[src/rtl/ilu_pkg.sv]
package ilu_pkg;

    typedef enum logic [2:0] {
        S_IDLE,
        S_ADDR,
        S_CHECK,
        S_ISSUE,
        S_WAIT,
        S_FINISH
    } ilu_state_e;

    localparam int          OPC_W    = 8;
    localparam logic [7:0]  OPC_LOAD = 8'h58;

    typedef struct packed {
        logic addr;
        logic align;
        logic prot;
        logic unsup;
    } ilu_fault_t;

endpackage

[src/rtl/ilu_decode.sv]
module ilu_decode #(
    parameter int RN_W   = 4,
    parameter int DISP_W = 12,
    localparam int FIELD_W = 3 * RN_W + DISP_W
) (
    input  logic [FIELD_W-1:0] fields,
    output logic [RN_W-1:0]    tgt,
    output logic [RN_W-1:0]    idx,
    output logic [RN_W-1:0]    base,
    output logic [DISP_W-1:0]  disp
);
    assign disp = fields[DISP_W-1:0];
    assign base = fields[DISP_W +: RN_W];
    assign idx  = fields[DISP_W + RN_W +: RN_W];
    assign tgt  = fields[DISP_W + 2*RN_W +: RN_W];
endmodule

[src/rtl/ilu_agen.sv]
module ilu_agen #(
    parameter int DATA_W       = 32,
    parameter int AW           = 24,
    parameter int RN_W         = 4,
    parameter int DISP_W       = 12,
    parameter bit BASE0_IS_NIL = 1'b1
) (
    input  logic [RN_W-1:0]   base_num,
    input  logic [DATA_W-1:0] base_val,
    input  logic [RN_W-1:0]   idx_num,
    input  logic [DATA_W-1:0] idx_val,
    input  logic [DISP_W-1:0] disp,
    output logic [AW-1:0]     ea
);
    logic [DATA_W-1:0] base_term;
    logic [DATA_W-1:0] idx_term;
    logic [DATA_W-1:0] sum;

    generate
        if (BASE0_IS_NIL) begin : g_base_nil
            assign base_term = (base_num == '0) ? '0 : base_val;
        end else begin : g_base_raw
            logic unused_base_num;
            assign unused_base_num = &{1'b0, base_num};
            assign base_term = base_val;
        end
    endgenerate

    assign idx_term = (idx_num == '0) ? '0 : idx_val;
    assign sum      = base_term + idx_term + DATA_W'(disp);
    assign ea       = sum[AW-1:0];

    logic unused_sum_hi;
    assign unused_sum_hi = &{1'b0, sum[DATA_W-1:AW]};
endmodule

[src/rtl/ilu_check.sv]
module ilu_check #(
    parameter int AW         = 24,
    parameter int DATA_W     = 32,
    parameter int KEY_W      = 4,
    parameter int MEM_BYTES  = 65536,
    localparam int WORD_B    = DATA_W / 8,
    localparam int ALIGN_LSB = $clog2(WORD_B)
) (
    input  logic [AW-1:0]    ea,
    input  logic [KEY_W-1:0] prog_key,
    input  logic [KEY_W-1:0] stor_key,
    output logic             range_fault,
    output logic             align_fault,
    output logic             key_fault
);
    localparam logic [AW:0] MEM_LIMIT = (AW+1)'(MEM_BYTES);

    assign range_fault = {1'b0, ea} >= MEM_LIMIT;
    assign align_fault = |ea[ALIGN_LSB-1:0];
    assign key_fault   = (prog_key != '0) && (prog_key != stor_key);
endmodule

[src/rtl/idx_load_unit.sv]
module idx_load_unit
    import ilu_pkg::*;
#(
    parameter int DATA_W    = 32,
    parameter int AW        = 24,
    parameter int RN_W      = 4,
    parameter int DISP_W    = 12,
    parameter int KEY_W     = 4,
    parameter int CC_W      = 2,
    parameter int MEM_BYTES = 65536,
    localparam int FIELD_W  = 3 * RN_W + DISP_W,
    localparam int INSTR_W  = OPC_W + FIELD_W
) (
    input  logic               clk,
    input  logic               rst_n,
    input  logic               start,
    input  logic [INSTR_W-1:0] instr,
    input  logic [KEY_W-1:0]   prog_key,
    input  logic [CC_W-1:0]    cc_in,
    output logic [CC_W-1:0]    cc_out,
    output logic               busy,
    output logic               done,
    output logic               exc_addr,
    output logic               exc_align,
    output logic               exc_prot,
    output logic               exc_unsup,
    output logic [RN_W-1:0]    rf_raddr_base,
    input  logic [DATA_W-1:0]  rf_rdata_base,
    output logic [RN_W-1:0]    rf_raddr_idx,
    input  logic [DATA_W-1:0]  rf_rdata_idx,
    output logic               rf_we,
    output logic [RN_W-1:0]    rf_waddr,
    output logic [DATA_W-1:0]  rf_wdata,
    output logic               mem_req,
    output logic [AW-1:0]      mem_addr,
    input  logic               mem_valid,
    input  logic [DATA_W-1:0]  mem_rdata,
    input  logic [KEY_W-1:0]   mem_key
);
    ilu_state_e          state_q, state_d;
    logic [FIELD_W-1:0]  fields_q;
    logic [KEY_W-1:0]    key_q;
    logic [AW-1:0]       ea_q;
    logic [DATA_W-1:0]   data_q;
    ilu_fault_t          fault_q;

    logic [RN_W-1:0]     f_tgt, f_idx, f_base;
    logic [DISP_W-1:0]   f_disp;
    logic [AW-1:0]       ea_d;
    logic                range_f, align_f, key_f;
    logic                opc_ok;

    assign opc_ok = (instr[INSTR_W-1 -: OPC_W] == OPC_LOAD);

    ilu_decode #(.RN_W(RN_W), .DISP_W(DISP_W)) u_dec (
        .fields (fields_q),
        .tgt    (f_tgt),
        .idx    (f_idx),
        .base   (f_base),
        .disp   (f_disp)
    );

    ilu_agen #(
        .DATA_W(DATA_W), .AW(AW), .RN_W(RN_W), .DISP_W(DISP_W), .BASE0_IS_NIL(1'b1)
    ) u_agen (
        .base_num (f_base),
        .base_val (rf_rdata_base),
        .idx_num  (f_idx),
        .idx_val  (rf_rdata_idx),
        .disp     (f_disp),
        .ea       (ea_d)
    );

    ilu_check #(
        .AW(AW), .DATA_W(DATA_W), .KEY_W(KEY_W), .MEM_BYTES(MEM_BYTES)
    ) u_chk_logic (
        .ea          (ea_q),
        .prog_key    (key_q),
        .stor_key    (mem_key),
        .range_fault (range_f),
        .align_fault (align_f),
        .key_fault   (key_f)
    );

    // next-state logic
    always_comb begin
        state_d = state_q;
        unique case (state_q)
            S_IDLE:   if (start) state_d = opc_ok ? S_ADDR : S_FINISH;
            S_ADDR:   state_d = S_CHECK;
            S_CHECK:  state_d = (range_f || align_f) ? S_FINISH : S_ISSUE;
            S_ISSUE:  state_d = S_WAIT;
            S_WAIT:   if (mem_valid) state_d = S_FINISH;
            S_FINISH: state_d = S_IDLE;
            default:  state_d = S_IDLE;
        endcase
    end

    // state register
    always_ff @(posedge clk or negedge rst_n) begin
        if (!rst_n) state_q <= S_IDLE;
        else        state_q <= state_d;
    end

    // datapath registers
    always_ff @(posedge clk or negedge rst_n) begin
        if (!rst_n) begin
            fields_q <= '0;
            key_q    <= '0;
            ea_q     <= '0;
            data_q   <= '0;
            fault_q  <= '0;
        end else begin
            unique case (state_q)
                S_IDLE: if (start) begin
                    fields_q      <= instr[FIELD_W-1:0];
                    key_q         <= prog_key;
                    fault_q       <= '0;
                    fault_q.unsup <= !opc_ok;
                end
                S_ADDR:  ea_q <= ea_d;
                S_CHECK: begin
                    fault_q.addr  <= range_f;
                    fault_q.align <= align_f && !range_f;
                end
                S_WAIT: if (mem_valid) begin
                    data_q       <= mem_rdata;
                    fault_q.prot <= key_f;
                end
                default: ;
            endcase
        end
    end

    // outputs
    always_comb begin
        busy          = (state_q != S_IDLE);
        done          = (state_q == S_FINISH);
        exc_addr      = done && fault_q.addr;
        exc_align     = done && fault_q.align;
        exc_prot      = done && fault_q.prot;
        exc_unsup     = done && fault_q.unsup;
        rf_we         = done && (fault_q == '0);
        rf_waddr      = f_tgt;
        rf_wdata      = data_q;
        rf_raddr_base = f_base;
        rf_raddr_idx  = f_idx;
        mem_req       = (state_q == S_ISSUE);
        mem_addr      = ea_q;
        cc_out        = cc_in;
    end
endmodule

[config.mk]
export PLATFORM = sky130hd
export DESIGN_NAME = idx_load_unit
export DESIGN_NICKNAME = d
export VERILOG_FILES = /design/src/rtl/ilu_pkg.sv /design/src/rtl/ilu_decode.sv /design/src/rtl/ilu_agen.sv /design/src/rtl/ilu_check.sv /design/src/rtl/idx_load_unit.sv
export SDC_FILE = /design/constraint.sdc
export NUM_CORES = 1
export LEC_CHECK = 0
export BUFFER_PORTS_ARGS = -buffer_cell sky130_fd_sc_hd__buf_2
export CAP_MARGIN = 5
export CORE_UTILIZATION = 45
export DETAILED_ROUTE_END_ITERATION = 10
export PLACE_DENSITY = 0.81
export RECOVER_POWER = 100
export SYNTH_ARGS = -nofsm -noshare
export SYNTH_HDL_FRONTEND = slang
export SYNTH_SLANG_ARGS = --single-unit
[constraint.sdc]
create_clock -name clk -period 10.34 [get_ports clk]
set_input_delay 2.068 -clock clk [delete_from_list [all_inputs] [get_ports clk]]
set_output_delay 2.068 -clock clk [all_outputs]
set_load 0.01 [all_outputs]
==> metrics <==
gp weighted congestion=0.884; Most Crowded Layer GR=met2; library cells used by synthesis=64; final WL=14,300 um; CORE AREA=12,100 um^2; Worst Path Arrival=5.80 ns; Max Fclk=166 MHz; CTS Buf Count=9; Avg WL per Cell=16.0 um; status=finished with violations; hold-fix buffers at CTS=0; DIE AREA=13,000 um^2; PortBufs=199; cell area after synthesis=5630 um^2; Initial Utilization=46.5%; die extent in y=114 um; area leader, netlist=dfrtp_1; Syn Area/Cell=10.7 um^2; HPWL after DPL=11,100 um; top_reg_cell synth=dfrtp_1; post-DR vias/cell=5.29; clock network latency to the later pin of the worst-skew pair=0.34 ns; grt ovf=0; nets=908; most frequent cells after synthesis=dfrtp_1 (91), mux2_2 (58), nand2_1 (52), nor2b_1 (44), ha_1 (33); Hold Slack=0.475 ns; slowest CP cell=clkbuf_1; Lkg Pwr=3.14 nW; HP Class=reg -> reg; count of final hold-check violations=0; Critical Path Fanout Max=58; first drt pass iteration count=4; Critical Path RT=10.10 ns; met2 track demand over resource=41.3%; register area share after synthesis=40.4%; buffer levels on the longest clock path=2; post-synthesis register bit count=91; top-count cell post-synth=dfrtp_1; Max Cap Viol=5; Die W=114 um; Slew HR=-108%; crit start category=input pin; cell mode on critical path=clkbuf_1; top cells by area, synth=dfrtp_1 (40%), mux2_2 (12%), ha_1 (7.3%), nor2b_1 (4.9%), fa_1 (4.6%); initial antenna violation count=1; delay of the slowest cell on the worst path=2.28 ns; met3 usage=4.25%; Final period util=58.4%; post-CTS setup buffer count=0; worst path cell trace=clkbuf_1 -> clkbuf_1; pins over their slew limit=219; Setup TNS=0 ns; clock sink count=91; clock root cell=clkbuf_16; met1 usage=26.7%; CTS HTree Levels=3; Routed Antenna Nets=0; worst clock skew=0.00536 ns; CP top delay family=buffers and inverters; RSZ-0062 raised after global routing=no; Via Count=4,721; post-synth net total=717; CTS tree=built; largest net degree at the start of global routing=59; number of global-route vias before repair=4,737; GRT Total Usage=22.8%; Diodes inserted=0; first-pass GRT wire length=23,000 um; CP endpoint kind=async pin; Worst VDD drop=0.168 mV; clock slew at reported path FFs=0.07 ns; ratio of total power to cell area=337 nW/um^2; Initial DRC Count=204; top-area cell type share of the netlist area=40.4%; worst slew pin tran=3.11 ns; number of synthesized flops with an enable pin=0; Residual DRC=0; kind of critical path=in -> async; Syn. warnings=0; post-CTS sizing=0; layout cells sized above 1=28.6%; Async S/R FF share, synth=100%; minimum clock period=6.04 ns; failing checks=max-capacitance violations, max-slew violations; row cnt=40; IO Pins=220; final setup vio count=0; Buffers & Inverters on Critical Path=2; Synth Instances=529; synth-to-layout area growth=22.2%
[cell type report]
class,instances,area [um^2]
Clock buffer,10,239
Clock inverter,6,50.0
Fill cell,1116,5230
Inverter,15,56.3
Multi-Input combinational cell,399,3130
Sequential cell,91,2280
Tap cell,168,210
Timing Repair Buffer,204,928
[report_power, final]
part	internal (mW)	switching [mW]	total (mW)
sequential	0.538	0.133	0.671
combinational	0.573	0.759	1.33
clock	0.172	0.144	0.316
total	1.28	1.04	2.32
[sequential cells by signal, summed over array words and instances (netlist names)]
signal / cells
fault_q: 4
key_q: 4
rf_wdata: 32
fields_q: 24
state_q: 3
mem_addr: 24
[metrics by stage]
stage,power [mW],util [%],instances,setup WS [ns],area (um^2)
finish,2.32,56.9,893,4.30,6890
global route,2.53,56.9,893,3.37,6890
CTS,2.40,58.2,893,5.63,7050
detailed placement,2.08,55.8,877,5.27,6760
global placement,2.03,55.8,877,5.33,6760
floorplan,1.68,-,529,5.60,5630
[routing by layer]
metal	up-vias	share of wire (%)
met5	-	0.077
met4	2	2.5
met3	29	5.5
met2	165	51
met1	2256	41
li1	2269	-
[path summary, 6_finish.rpt]
check                                start           end  slack, ns  depth (start not counted)
setup / recovery                     rst_n    state_q[2]       4.30                          2
hold / removal                 mem_addr[5]   mem_addr[5]       0.48                          2
setup reg to reg              fields_q[17]  mem_addr[19]       5.89                         14
hold reg to reg                mem_addr[5]   mem_addr[5]       0.48                          2
max in group clk           rf_rdata_idx[1]  mem_addr[19]       5.24                         13
min in group asynchronous            rst_n  mem_addr[16]       2.27                          1
[logic make-up after synthesis]
family | Yosys count | share of synthesized area, %
AND/OR/NAND/NOR | 173 | 16.5
AO/OA/AOI/OAI | 105 | 13.3
flip-flops | 91 | 40.4
multiplexers | 60 | 11.9
adder cells (fa/ha/maj) | 46 | 11.9
buffers and inverters | 39 | 3.64
XOR/XNOR | 15 | 2.33
[cells in the final DEF, fill, tap and decap left out, drive strengths merged, types with 3 or more instances in the layout]
cell	count
nor2	15
o211ai	4
mux2	58
ha	33
nor3	12
a211oi	5
nand2	53
o21ai	21
nand3	8
nor2b	44
xor2	4
a211o	3
nand2b	11
buf	126
nor3b	3
fa	13
a221oi	3
dfrtp	91
and2	6
o21a	10
inv	16
a21oi	24
clkinv	3
nor4	7
xnor2	11
o31ai	8
clkbuf	88
a21o	7
No activity file was read; power rests on OpenSTA's default activity.
